File: src/rtl/spi_pwr_pkg.sv
package spi_pwr_pkg;

  typedef enum logic [1:0] {
    PS_RUN  = 2'd0,
    PS_PEND = 2'd1,
    PS_STOP = 2'd2,
    PS_DIS  = 2'd3
  } pwr_state_e;

  localparam int unsigned PWR_STATE_W = 2;

endpackage

File: src/rtl/spi_pwr_cond.sv
module spi_pwr_cond (
  input  logic sw_disable,
  input  logic doze_en,
  input  logic doze_in,
  input  logic xfer_busy,
  input  logic frame_done,
  output logic dis_want,
  output logic at_boundary
);

  // The doze source only counts when its enable bit is set.
  always_comb begin
    dis_want    = sw_disable | (doze_en & doze_in);
    at_boundary = ~xfer_busy | frame_done;
  end

endmodule

File: src/rtl/spi_pwr_fsm.sv
module spi_pwr_fsm
  import spi_pwr_pkg::*;
(
  input  logic       clk,
  input  logic       rst_n,
  input  logic       stop_req,
  input  logic       dis_want,
  input  logic       at_boundary,
  output pwr_state_e state_q,
  output logic       enter_stop,
  output logic       stop_ack,
  output logic       core_clk_en,
  output logic       reg_clk_en,
  output logic       reg_blocked
);

  pwr_state_e state_d;

  always_comb begin
    state_d = state_q;
    unique case (state_q)
      PS_RUN: begin
        if (stop_req)      state_d = at_boundary ? PS_STOP : PS_PEND;
        else if (dis_want) state_d = PS_DIS;
      end
      PS_PEND: begin
        if (!stop_req)        state_d = PS_RUN;
        else if (at_boundary) state_d = PS_STOP;
      end
      PS_STOP: begin
        if (!stop_req) state_d = PS_RUN;
      end
      PS_DIS: begin
        // Engine is already idle, so a stop needs no frame wait.
        if (stop_req)      state_d = PS_STOP;
        else if (!dis_want) state_d = PS_RUN;
      end
      default: state_d = PS_RUN;
    endcase
  end

  always_ff @(posedge clk or negedge rst_n) begin
    if (!rst_n) state_q <= PS_RUN;
    else        state_q <= state_d;
  end

  always_comb begin
    enter_stop  = (state_d == PS_STOP) && (state_q != PS_STOP);
    stop_ack    = (state_q == PS_STOP);
    reg_blocked = (state_q == PS_STOP);
    reg_clk_en  = (state_q != PS_STOP);
    core_clk_en = (state_q == PS_RUN) || (state_q == PS_PEND);
  end

  AST_ACK_HAS_CAUSE: assert property (@(posedge clk) disable iff (!rst_n)
    $rose(stop_ack) |-> $past(stop_req));
  AST_PEND_WAITS: assert property (@(posedge clk) disable iff (!rst_n)
    (state_q == PS_PEND && stop_req && !at_boundary) |=> (state_q == PS_PEND));
  AST_BLOCKED_GATED: assert property (@(posedge clk) disable iff (!rst_n)
    reg_blocked |-> (!core_clk_en && !reg_clk_en));
  AST_DIS_CAUSE: assert property (@(posedge clk) disable iff (!rst_n)
    (state_q == PS_DIS && $past(state_q) != PS_DIS) |-> $past(dis_want && !stop_req));
  AST_DIS_REGS_LIVE: assert property (@(posedge clk) disable iff (!rst_n)
    (state_q == PS_DIS) |-> (reg_clk_en && !reg_blocked && !stop_ack));
  AST_STOP_EXIT: assert property (@(posedge clk) disable iff (!rst_n)
    (state_q == PS_STOP && !stop_req) |=> (state_q == PS_RUN));
  AST_STOP_PRIO: assert property (@(posedge clk) disable iff (!rst_n)
    (state_q != PS_STOP && stop_req) |=> (state_q != PS_DIS));

endmodule

File: src/rtl/spi_pwr_hold.sv
module spi_pwr_hold #(
  parameter int unsigned W = 1
) (
  input  logic         clk,
  input  logic         rst_n,
  input  logic         capture,
  input  logic         frozen,
  input  logic [W-1:0] d,
  output logic [W-1:0] q
);

  logic [W-1:0] held_q;

  always_ff @(posedge clk or negedge rst_n) begin
    if (!rst_n)       held_q <= '0;
    else if (capture) held_q <= d;
  end

  always_comb q = frozen ? held_q : d;

  AST_FROZEN_STABLE: assert property (@(posedge clk) disable iff (!rst_n)
    (frozen && $past(frozen)) |-> $stable(q));
  AST_FROZEN_CAPTURED: assert property (@(posedge clk) disable iff (!rst_n)
    (frozen && !$past(frozen)) |-> (q == $past(d)));

endmodule

File: src/rtl/spi_pwr_seq.sv
module spi_pwr_seq
  import spi_pwr_pkg::*;
#(
  parameter int unsigned IRQ_W = 4,
  parameter int unsigned DMA_W = 2
) (
  input  logic                   clk,
  input  logic                   rst_n,
  input  logic                   stop_req,
  input  logic                   sw_disable,
  input  logic                   doze_en,
  input  logic                   doze_in,
  input  logic                   xfer_busy,
  input  logic                   frame_done,
  input  logic [IRQ_W-1:0]       irq_in,
  input  logic [DMA_W-1:0]       dma_in,
  output logic                   stop_ack,
  output logic                   core_clk_en,
  output logic                   reg_clk_en,
  output logic                   reg_blocked,
  output logic [IRQ_W-1:0]       irq_out,
  output logic [DMA_W-1:0]       dma_out,
  output logic [PWR_STATE_W-1:0] pwr_state
);

  logic       dis_want;
  logic       at_boundary;
  logic       enter_stop;
  pwr_state_e state_q;

  spi_pwr_cond cond_i (
    .sw_disable (sw_disable),
    .doze_en    (doze_en),
    .doze_in    (doze_in),
    .xfer_busy  (xfer_busy),
    .frame_done (frame_done),
    .dis_want   (dis_want),
    .at_boundary(at_boundary)
  );

  spi_pwr_fsm fsm_i (
    .clk        (clk),
    .rst_n      (rst_n),
    .stop_req   (stop_req),
    .dis_want   (dis_want),
    .at_boundary(at_boundary),
    .state_q    (state_q),
    .enter_stop (enter_stop),
    .stop_ack   (stop_ack),
    .core_clk_en(core_clk_en),
    .reg_clk_en (reg_clk_en),
    .reg_blocked(reg_blocked)
  );

  spi_pwr_hold #(.W(IRQ_W)) irq_hold_i (
    .clk    (clk),
    .rst_n  (rst_n),
    .capture(enter_stop),
    .frozen (stop_ack),
    .d      (irq_in),
    .q      (irq_out)
  );

  spi_pwr_hold #(.W(DMA_W)) dma_hold_i (
    .clk    (clk),
    .rst_n  (rst_n),
    .capture(enter_stop),
    .frozen (stop_ack),
    .d      (dma_in),
    .q      (dma_out)
  );

  always_comb pwr_state = state_q;

  AST_DOZE_NEEDS_EN: assert property (@(posedge clk) disable iff (!rst_n)
    (pwr_state == 2'd0 && !stop_req && !sw_disable && !doze_en) |=> (pwr_state == 2'd0));

endmodule

File: config.mk
export PLATFORM = sky130hd
export DESIGN_NAME = spi_pwr_seq
export DESIGN_NICKNAME = d
export VERILOG_FILES = /design/src/rtl/spi_pwr_pkg.sv /design/src/rtl/spi_pwr_cond.sv /design/src/rtl/spi_pwr_fsm.sv /design/src/rtl/spi_pwr_hold.sv /design/src/rtl/spi_pwr_seq.sv
export SDC_FILE = /design/constraint.sdc
export NUM_CORES = 1
export LEC_CHECK = 0
export CORE_AREA = 5 5 42 44
export DETAILED_ROUTE_END_ITERATION = 16
export DIE_AREA = 0 0 47 49
export PLACE_DENSITY_LB_ADDON = 0.25
export RECOVER_POWER = 100
export SYNTH_ARGS = -nofsm -noshare
export SYNTH_HDL_FRONTEND = slang
export SYNTH_SLANG_ARGS = --single-unit
File: constraint.sdc
create_clock -name clk -period 3.31 [get_ports clk]
set_clock_uncertainty 0.1 [all_clocks]
set_input_delay 0.662 -clock clk [delete_from_list [all_inputs] [get_ports clk]]
set_output_delay 0.662 -clock clk [all_outputs]
set_load 0.01 [all_outputs]
* After elaboration in Yosys (flattened, before gate mapping)
Cells that the tools add are included.
Word-level totals: bits in registers 8, output and inout port bits 12
Cells by class: equality and inequality tests 5, multiplexer cells 11, bitwise logic cells 4, reductions and logical operators 3
Operators by type and width (count):
- $mux 2 | 9
- $pmux 2 s4 | 1
- $eq 2x2->1 const B | 3
- $mux 4 | 1
- $eq 2x1->1 const B | 1
- $logic_not 2->1 | 1
- $ne 2x2->1 const B | 1
- $or 1x1->1 | 2
- $and 1x1->1 | 1
- $logic_and 1x1->1 | 1
- $logic_or 1x1->1 | 1
- $not 1->1 | 1

* Longest topological paths before layout
Gate-level depths: netlist of run 1.
word-level depth 7, gate-level depth with buffers 5, mapped depth without buffers 4

* Modules after synthesis
From an unflattened synthesis of run 1, not the netlist that was laid out.
Second synthesis, totals: cells, all modules 37, area total of the unflattened synthesis 449.2 µm²
By module, submodules not included:
- spi_pwr_hold (irq_hold_i) | instances 1, cells each 12, area each 190.2 µm²
- spi_pwr_fsm | instances 1, cells each 17, area each 150.1 µm²
- spi_pwr_hold (dma_hold_i) | instances 1, cells each 6, area each 95.1 µm²
- spi_pwr_cond | instances 1, cells each 2, area each 13.8 µm²

* Worst setup path after synthesis of run 1
OpenSTA, ideal clock, no wires.
path kind flip-flop to output port, start reg fsm_i.state_q[0], end out dma_out[0], arrival 1.030 ns, required time 2.548 ns, setup slack 1.518 ns, cell stages (with the launch flop) 6, buffers on the path 1, cell sequence dfrtp_1 -> nand2b_1 -> buf_4 -> inv_2 -> nand2_1 -> nand2_1
On the way: longest elaborated chain between the ends 2
Ends and longest elaborated chain:
- start: declaration | RTL line spi_pwr_fsm.sv:9 | output pwr_state_e state_q,
- start signal: assignment | RTL line spi_pwr_fsm.sv:44 | else state_q <= state_d;
- $eq 2x2->1
- net reg_blocked | RTL line spi_pwr_seq.sv:20 | output logic reg_blocked,
- $mux 2 | RTL line spi_pwr_hold.sv:19 | always_comb q = frozen ? held_q : d;
- end: declaration | RTL line spi_pwr_seq.sv:22 | output logic [DMA_W-1:0] dma_out,
The timed path passes the listed nets, and every way through them passes these cells.

* Worst setup path in the final report of run 1
start reg fsm_i.state_q[0], end out irq_out[1]
On the way: longest elaborated chain between the ends 2
Ends and longest elaborated chain:
- $eq 2x2->1 | RTL line spi_pwr_fsm.sv:49 | stop_ack = (state_q == PS_STOP);
- $mux 4 | RTL line spi_pwr_hold.sv:19
- end: declaration | RTL line spi_pwr_seq.sv:21 | output logic [IRQ_W-1:0] irq_out,
No other way between the ends.

==> parameters.txt, run 1 <==
Parameter                              Value

Status
  Outcome ... complete, no violations

Timing
  TNS Setup ... 0 ps
  Setup violations, final ... 0
  Final number of hold-violating endpoints ... 0
  Worst setup margin ... 540 ps
  Hold_ws ... 404 ps
  Post-layout minimum cycle time ... 2770 ps
  Final Max Tran Viols ... 0
  Period utilisation layout ... 0.837
  Slew at the pin closest to its max-slew limit ... 367 ps
  Highest clock rate ... 361 MHz
  Setup repair after global routing missed its margin ... false
  Max-Slew Margin vs Limit ... 0.754

Floorplan
  Initial standard-cell utilization of the core ... 0.313
  Number of top-level pins ... 26
  Std-Cell Rows ... 14
  Vertical die dimension ... 49 um
  Overall die width ... 47 um
  Area inside the core boundary ... 1400 um2
  Die area ... 2300 um2

Finish
  Sequential cell area in the final layout ... 200 um2
  Most common library cell in the layout ignoring fill and taps ... nand2_1
  Fillcell total ... 149
  Footprint of the multi-input gates ... 200 um2
  Number of antenna diodes ... 0
  Final Net Count ... 89
  Area delta synth->final ... 60.0%
  Proportion of layout cells with a drive suffix above 1 ... 0.137
  Most frequent cells in the layout ... 19 x nand2_1, 13 x dlygate4sd3_1, 12 x clkdlybuf4s50_1, 8 x dfrtp_1, 6 x mux2_2

Setup path
  Critical-path top delay cell ... dlygate4sd3_1
  Maximum fanout encountered on the critical timing path ... 9
  Category of the critical setup timing path ... register to primary output
  Arrival time of the worst setup path ... 2010 ps
  Crit path largest cell delay ... 600 ps
  Sort of element at the end of the critical path ... primary output
  Cells along the critical path ... nand2b_1 -> inv_1 -> nand2_1 -> nand2_1 -> dlygate4sd3_1
  Cell mode on critical path ... nand2_1
  Category of the worst setup path launch point ... register
  Required time at the worst-slack endpoint ... 2550 ps

Drt
  Post-detailed-route DRC marker count ... 0
  First-pass DRT Iterations ... 4
  Via density ... 4.45
  Routed vias ... 396
  First-iteration detailed-routing DRC count ... 14
  Number of nets still failing antenna checks after routing ... 0
  Routed length per instance ... 11.0 um
  Final wirelength ... 983 um

CTS
  Clock latency reported for the late side of the worst-skew pair ... 250 ps
  Clock Sinks ... 8
  CTS HTree Levels ... 1
  Clock Tree Buf Depth ... 2
  Number of buffers created by CTS ... 3
  Post-CTS setup buffer count ... 0
  Clock slew seen by the registers of the worst setup and hold paths ... 50 ps
  Resized Gates After CTS ... 0
  TritonCTS clock tree ... yes
  Hold_buf cts ... 0
  Root buffer cell ... clkbuf_4

Yosys
  Simple-gate share of the synthesized area ... 0.286
  Mapped cell area ... 438 um2
  Cells after Synth ... 47
  Share of the synthesized area in compound gates (AO/OA/AOI/OAI) ... 0.0514
  Post-synthesis adder-cell area fraction ... 0
  Biggest area contributors in the synthesized netlist ... dfrtp_1 46%, nand2_1 16%, mux2_2 15%, nand3_4 4.0%, buf_4 3.4%
  Share of Yosys cell area claimed by the top area cell type ... 0.457
  Cell type with the highest aggregate area in the netlist ... dfrtp_1
  Fraction of the yosys area taken by sequential cells ... 0.457
  Main combinational cell family by area after synthesis ... simple AND/OR/NAND/NOR gates
  Synthesis-stage register bit count ... 8
  Xor/xnor share of the synthesized area ... 0
  Average footprint of a synthesized cell ... 9.32 um2
  Multiplexer area fraction after synthesis ... 0.154
  Syn nets ... 61
  Number of distinct standard cells referenced by the synthesized netlist ... 14
  Number of synthesis warnings ... 0

Global routing
  Total overflow reported by the global router ... 0
  Pin count of the biggest net entering global routing ... 10
  Vias in the first global route ... 384
  Overall global routing resource usage ... 0.102
  Wire length of the first global-routing pass ... 1640 um
  Antenna violations before repair ... 0

Placed design
  Routability congestion estimate ... 0.692
  Count of input and output buffers ... 25
  Detailed-placement wirelength estimate ... 794 um
  Pre-CTS setup slack ... 744 ps

Pwr
  Maximum VDD drop ... 0.256 mV
  Power per Cell Area ... 452 nW/um2
  Reported leakage power ... 0.326 nW

Worst hold path
  Path type of the worst min-delay path ... register to register

Job
  # Max-Cap Violations ... 0
-- metrics by stage --
step,utilization,cell area [um2],instances,power (W)
3_5_place_dp,0.495,693,86,0.000259
2_1_floorplan,-,438,47,0.000193
4_1_cts,0.511,716,89,0.000336
3_3_place_gp,0.495,693,86,0.000257
6_report,0.500,701,89,0.000316
5_1_grt,0.500,701,89,0.000343
-- Yosys cell counts --
library cell   n
nand2b_1       1
inv_2          1
or3b_4         1
dfrtp_1        8
o21ai_0        1
mux2_2         6
a21oi_1        2
inv_1          1
and2b_2        1
nor3_1         2
nand3_4        1
nand2_1       19
buf_4          2
o21a_1         1
-- final timing paths --
kind	from	to	slack, ps	depth (start not counted)
max in group asynchronous	rst_n	dma_hold_i.held_q[1]$_DFFE_PN0P_	2190	1
max	fsm_i.state_q[0]$_DFF_PN0_	irq_out[1]	540	5
min reg2reg	dma_hold_i.held_q[1]$_DFFE_PN0P_	dma_hold_i.held_q[1]$_DFFE_PN0P_	400	1
max reg2reg	fsm_i.state_q[1]$_DFF_PN0_	irq_hold_i.held_q[3]$_DFFE_PN0P_	1650	3
min	dma_hold_i.held_q[1]$_DFFE_PN0P_	dma_hold_i.held_q[1]$_DFFE_PN0P_	400	1
min in group asynchronous	rst_n	fsm_i.state_q[1]$_DFF_PN0_	660	1
-- worst max-delay path, delay by kind of cell (launching register included) --
kind / cells / cell delay (ps)
flip-flops: 1 / 400
AND/OR/NAND/NOR: 3 / 460
buffers and inverters: 2 / 890
-- cell families after synthesis --
kind of cell	Yosys count
AOI/OAI and AO/OA	4
buffers and inverters	4
DFF	8
muxes	6
and+or+nand+nor	25
-- layout make-up --
class                   count  share of cell area
clock buffers               3              0.0321
inverters                   2              0.0107
multi-input cells          35               0.286
flip-flops and latches      8               0.286
well taps                  16              0.0286
repair buffers             25               0.357
-- state kept, by name, summed over array words and instances (netlist names) --
signal             flops
irq_hold_i.held_q      4
dma_hold_i.held_q      2
fsm_i.state_q          2
-- per-layer routing --
metal	vias up	share of wire	global-route usage
met5	-	0	0
li1	206	-	-
met1	174	0.41	0.129
met3	2	0.11	0.0664
met4	0	0.0061	0.0415
met2	14	0.47	0.133
-- power by group --
| group | total, W | internal [W] | leakage [nW] | switching [W] |
|---|---|---|---|---|
| logic | 0.000115 | 0.0000668 | 0.219 | 0.0000478 |
| clock network | 0.0000735 | 0.0000414 | 0.0138 | 0.0000321 |
| registers | 0.000128 | 0.000117 | 0.0939 | 0.0000109 |
| total | 0.000316 | 0.000226 | 0.326 | 0.0000909 |
No activity file was read; power rests on OpenSTA's default activity.
==> run 2, diff against run 1 <==
Clock period 3.31 ns to 2.85 ns, I/O delays scaled along.
==> run 2 against run 1 <==
Power is 16% higher. Clock-buffer cell count did not move. Combinational power up 16%. Largest power group unchanged.
==> parameters.txt, run 2 (same netlist as run 1, synthesis figures left out) <==
Parameter                              Value

Drt
  Final wirelength ... 988 um
  Post-detailed-route DRC marker count ... 0
  Routed length per instance ... 11.1 um
  Highest routed layer ... met4
  Via density ... 4.49
  First-iteration detailed-routing DRC count ... 3
  M1 wire length ... 398 um
  Routed vias ... 400
  Number of nets still failing antenna checks after routing ... 0
  First-pass DRT Iterations ... 3
  Met3 layer wire length in the routed design ... 91 um
  Met2 wire length ... 494 um

Worst hold path
  Path type of the worst min-delay path ... register to register
  Hold Startpoint ... irq_hold_i.held_q[1]$_DFFE_PN0P_
  Hold-critical path depth ... 1
  Worst min-delay path endpoint ... irq_hold_i.held_q[1]$_DFFE_PN0P_

Timing
  Setup violations, final ... 0
  Post-layout minimum cycle time ... 2580 ps
  Final Max Tran Viols ... 0
  Setup repair after global routing missed its margin ... false
  Final number of hold-violating endpoints ... 0
  Slew at the pin closest to its max-slew limit ... 350 ps
  Highest clock rate ... 388 MHz
  TNS Setup ... 0 ps
  Period utilisation layout ... 0.905
  Max-Slew Margin vs Limit ... 0.767

Placed design
  Detailed-placement wirelength estimate ... 791 um
  Count of input and output buffers ... 25
  Routability congestion estimate ... 0.692

Pwr
  Combinational Power Share ... 0.362
  Net load switching power ... 0.000107 W
  Reported leakage power ... 0.326 nW
  Total Power Consumption ... 0.000368 W
  Maximum VDD drop ... 0.248 mV
  Switching Share ... 0.290
  Power per Cell Area ... 526 nW/um2
  Clock share of power ... 0.235
  Internal cell power ... 0.000261 W
  Part of the power in registers ... 0.404

CTS
  Root buffer cell ... clkbuf_4
  Post-CTS setup buffer count ... 0
  CTS HTree Levels ... 1
  TritonCTS clock tree ... yes
  Clock Sinks ... 8
  Hold_buf cts ... 0
  Clock Tree Buf Depth ... 2
  Clock slew seen by the registers of the worst setup and hold paths ... 50 ps
  Number of buffers created by CTS ... 3
  Clock latency reported for the late side of the worst-skew pair ... 250 ps
  Resized Gates After CTS ... 0

Setup path
  Setup slack, reg-to-reg ... 1170 ps
  Sort of element at the end of the critical path ... primary output
  Required time at the worst-slack endpoint ... 2180 ps
  Critical path origin ... fsm_i.state_q[0]$_DFF_PN0_
  FF-to-FF Start ... fsm_i.state_q[1]$_DFF_PN0_
  Arrival time of the worst setup path ... 1910 ps
  Length in cells of the worst reg-to-reg path ... 3
  Category of the worst setup path launch point ... register
  Endpoint of the worst register-to-register path ... irq_hold_i.held_q[0]$_DFFE_PN0P_
  Category of the critical setup timing path ... register to primary output
  Maximum fanout encountered on the critical timing path ... 9

Finish
  Most common library cell in the layout ignoring fill and taps ... nand2_1
  Largest registers ... irq_hold_i.held_q x4, dma_hold_i.held_q x2, fsm_i.state_q x2
  Area delta synth->final ... 60.0%
  Register containing the most flip-flops in the final layout ... irq_hold_i.held_q
  Final Net Count ... 89
  Fillcell total ... 146
  Proportion of layout cells with a drive suffix above 1 ... 0.151
  Most frequent cells in the layout ... 19 x nand2_1, 14 x dlygate4sd3_1, 11 x clkdlybuf4s50_1, 8 x dfrtp_1, 6 x mux2_2
  Number of antenna diodes ... 0
  Max reg flops ... 4

Floorplan
  Overall die width ... 47 um
  Vertical die dimension ... 49 um
  Area inside the core boundary ... 1400 um2
  Initial standard-cell utilization of the core ... 0.313
  Die area ... 2300 um2
  Std-Cell Rows ... 14
  Number of top-level pins ... 26

Status
  Outcome ... complete, no violations

Job
  # Max-Cap Violations ... 0

Global routing
  Total overflow reported by the global router ... 0
  Pin count of the biggest net entering global routing ... 10
  Wire length of the first global-routing pass ... 1570 um
  Antenna violations before repair ... 0
  Vias in the first global route ... 380
  Overall global routing resource usage ... 0.0959
[run 2: cell types whose count changed in the layout (fill, tap and decap cells not counted)]
cell             previous run  this run
clkdlybuf4s50_1            12        11
dlygate4sd3_1              13        14
inv_1                       2         1
inv_2                       0         1
[run 2: worst max path at each step]
stage,cells past startpoint,slack (ps),to
6_report,5,270,irq_out[1]
4_1_cts,5,240,irq_out[1]
2_1_floorplan,5,1150,dma_out[0]
3_3_place_gp,4,470,irq_out[3]
5_1_grt,5,110,irq_out[3]
3_5_place_dp,4,470,dma_out[0]
[run 2: worst max-delay path: stages (launching register included)]
cell and delay (ps):
dfrtp_1 400, nand2b_1 310, inv_2 210, nand2_1 80
nand2_1 50, dlygate4sd3_1 600
[run 2: final cells by class]
| cell class | instances | area (um2) | area share |
|---|---|---|---|
| Clock buffer | 3 | 22.5 | 0.0321 |
| Inverter | 2 | 7.51 | 0.0107 |
| Multi-Input combinational cell | 35 | 200 | 0.286 |
| Sequential cell | 8 | 200 | 0.286 |
| Tap cell | 16 | 20.0 | 0.0286 |
| Timing Repair Buffer | 25 | 250 | 0.357 |
[run 2: per-layer routing]
metal | track usage | vias to the layer above
li1 | - | 206
met1 | 0.124 | 179
met2 | 0.127 | 13
met3 | 0.0332 | 2
met4 | 0.0691 | 0
met5 | 0 | -
[run 2: metrics by stage]
step / setup slack, ps / hold slack, ps / util / instance area [um2] / instances
after CTS: 238 / 410 / 0.511 / 716 / 89
final: 271 / 408 / 0.500 / 701 / 89
after global routing: 114 / 420 / 0.500 / 701 / 89
after global placement: 474 / 386 / 0.495 / 693 / 86
after detailed placement: 471 / 397 / 0.495 / 693 / 86
after floorplan: 1150 / 174 / - / 438 / 47
[run 2: power groups by stage]
stage / logic, W / clock network [W] / registers, W
4_1_cts: 0.000151 / 0.0000900 / 0.000149
6_report: 0.000133 / 0.0000864 / 0.000149
5_1_grt: 0.000147 / 0.0000956 / 0.000151
3_5_place_dp: 0.000151 / 0 / 0.000151
2_1_floorplan: 0.0000740 / 0 / 0.000150
3_3_place_gp: 0.000149 / 0 / 0.000150
==> run 3, diff against run 2 <==
Settings changed: CORE_AREA 5 5 42 44 to 2 2 39 41, DIE_AREA 0 0 47 49 to 0 0 41 43.
==> run 3 against run 2 <==
Sequential share of layout area is 0.30 points lower. First-iteration DRC count down 33%. Clock-buffer cell count unchanged. Die area fell by 23%. Hold slack worse by 3.3 ps. Flip-flop and latch count unchanged. Largest cell class unchanged. Combinational power grew 3%. Register-to-register slack hardly changed.
==> parameters.txt, run 3 (same netlist as run 1, synthesis figures left out) <==
Parameter                              Value

Floorplan
  Number of top-level pins ... 26
  Die area ... 1760 um2
  Overall die width ... 41 um
  Area inside the core boundary ... 1380 um2
  Vertical die dimension ... 43 um
  Std-Cell Rows ... 14
  Initial standard-cell utilization of the core ... 0.316

Drt
  Routed vias ... 410
  First-iteration detailed-routing DRC count ... 2
  Routed length per instance ... 10.5 um
  First-pass DRT Iterations ... 2
  Post-detailed-route DRC marker count ... 0
  Via density ... 4.56
  Final wirelength ... 949 um
  Number of nets still failing antenna checks after routing ... 0

Pwr
  Switching Share ... 0.285
  Internal cell power ... 0.000264 W
  Clock share of power ... 0.226
  Combinational Power Share ... 0.370
  Maximum VDD drop ... 0.343 mV
  Reported leakage power ... 0.331 nW
  Net load switching power ... 0.000105 W
  Power per Cell Area ... 522 nW/um2
  Part of the power in registers ... 0.404

Worst hold path
  Hold-critical path depth ... 1
  Hold Startpoint ... dma_hold_i.held_q[1]$_DFFE_PN0P_
  Path type of the worst min-delay path ... register to register
  Worst min-delay path endpoint ... dma_hold_i.held_q[1]$_DFFE_PN0P_

Finish
  Proportion of layout cells with a drive suffix above 1 ... 0.149
  Most common library cell in the layout ignoring fill and taps ... nand2_1
  Final instance area ... 708 um2
  Most frequent cells in the layout ... 19 x nand2_1, 13 x dlygate4sd3_1, 12 x clkdlybuf4s50_1, 8 x dfrtp_1, 6 x mux2_2
  Fillcell total ... 133
  Register containing the most flip-flops in the final layout ... irq_hold_i.held_q
  Area delta synth->final ... 61.7%
  Largest registers ... irq_hold_i.held_q x4, dma_hold_i.held_q x2, fsm_i.state_q x2
  Max reg flops ... 4
  Final standard cell utilization of the core ... 0.512
  Number of antenna diodes ... 0
  Final Net Count ... 90

Global routing
  Vias in the first global route ... 348
  Total overflow reported by the global router ... 0
  Antenna violations before repair ... 0
  Overall global routing resource usage ... 0.137
  Wire length of the first global-routing pass ... 1500 um
  Pin count of the biggest net entering global routing ... 10

CTS
  Post-CTS setup buffer count ... 0
  Hold_buf cts ... 0
  Clock Sinks ... 8
  Resized Gates After CTS ... 0
  Root buffer cell ... clkbuf_4
  CTS HTree Levels ... 1
  Number of buffers created by CTS ... 3
  Clock slew seen by the registers of the worst setup and hold paths ... 50 ps
  Clock latency reported for the late side of the worst-skew pair ... 250 ps
  Clock Tree Buf Depth ... 2
  TritonCTS clock tree ... yes

Timing
  Period utilisation layout ... 0.870
  Post-layout minimum cycle time ... 2480 ps
  Setup violations, final ... 0
  Max-Slew Margin vs Limit ... 0.764
  Highest clock rate ... 403 MHz
  Final Max Tran Viols ... 0
  Setup repair after global routing missed its margin ... false
  TNS Setup ... 0 ps
  Slew at the pin closest to its max-slew limit ... 352 ps
  Final number of hold-violating endpoints ... 0
  Worst setup margin ... 370 ps

Setup path
  Setup slack, reg-to-reg ... 1160 ps
  Maximum fanout encountered on the critical timing path ... 9
  Required time at the worst-slack endpoint ... 2180 ps
  Arrival time of the worst setup path ... 1810 ps
  Sort of element at the end of the critical path ... primary output
  FF-to-FF Start ... fsm_i.state_q[1]$_DFF_PN0_
  Category of the worst setup path launch point ... register
  Endpoint of the worst register-to-register path ... irq_hold_i.held_q[1]$_DFFE_PN0P_
  Category of the critical setup timing path ... register to primary output
  Length in cells of the worst reg-to-reg path ... 3

Placed design
  Instance area after placement ... 701 um2
  Routability congestion estimate ... 0.665
  Detailed-placement wirelength estimate ... 751 um
  Count of input and output buffers ... 25
  Pre-CTS setup slack ... 471 ps

Job
  # Max-Cap Violations ... 0

Status
  Outcome ... complete, no violations
==> run 3: cell count changes in the layout (fill, tap and decap cells not counted) <==
| cell | delta |
|---|---|
| buf_4 | +1 |
| clkdlybuf4s50_1 | +1 |
| dlygate4sd3_1 | -1 |
| inv_1 | +1 |
| inv_2 | -1 |
==> run 3: worst max path at each step <==
stage,cells after the start,slack (ps),from,endpoint
floorplan,5,1150,fsm_i.state_q[0]$_DFF_PN0_,dma_out[0]
finish,5,370,fsm_i.state_q[0]$_DFF_PN0_,dma_out[1]
detailed placement,4,470,dma_in[1],dma_out[1]
global placement,4,490,dma_in[1],dma_out[1]
CTS,4,470,dma_in[1],dma_out[1]
global route,5,270,fsm_i.state_q[0]$_DFF_PN0_,irq_out[0]
==> run 3: worst max-delay path, cell delays in order (launching register included) <==
cell	delay, ps
dfrtp_1	400
nand2b_1	160
inv_1	230
nand2_1	90
nand2_1	70
dlygate4sd3_1	600
==> run 3: power groups by stage <==
stage / Clock (W) / Sequential (W) / Combinational (W)
floorplan: 0 / 0.000150 / 0.0000740
global placement: 0 / 0.000150 / 0.000152
detailed placement: 0 / 0.000151 / 0.000153
CTS: 0.0000878 / 0.000149 / 0.000153
global route: 0.0000989 / 0.000151 / 0.000149
finish: 0.0000836 / 0.000149 / 0.000137
==> run 3: stage by stage <==
step | hold slack, ps | cells | total power, W
5_1_grt | 412 | 90 | 0.000400
6_report | 404 | 90 | 0.000370
3_3_place_gp | 387 | 87 | 0.000302
4_1_cts | 406 | 90 | 0.000390
3_5_place_dp | 393 | 87 | 0.000304
2_1_floorplan | 174 | 47 | 0.000224
==> run 3: layout make-up <==
| class | instances | area (um2) | area share |
|---|---|---|---|
| multi-input cells | 35 | 200 | 0.283 |
| well taps | 16 | 20.0 | 0.0283 |
| repair buffers | 26 | 258 | 0.364 |
| clock buffers | 3 | 22.5 | 0.0318 |
| inverters | 2 | 7.51 | 0.0106 |
| flip-flops and latches | 8 | 200 | 0.283 |
==> run 3: per-layer routing <==
layer	wire length, um	part of all wire	GRT usage	up-vias
met3	70	0.074	0.0785	5
met4	28	0.030	0.100	0
met1	375	0.40	0.151	188
met2	474	0.50	0.188	12
met5	0	0	0	-
li1	-	-	-	205
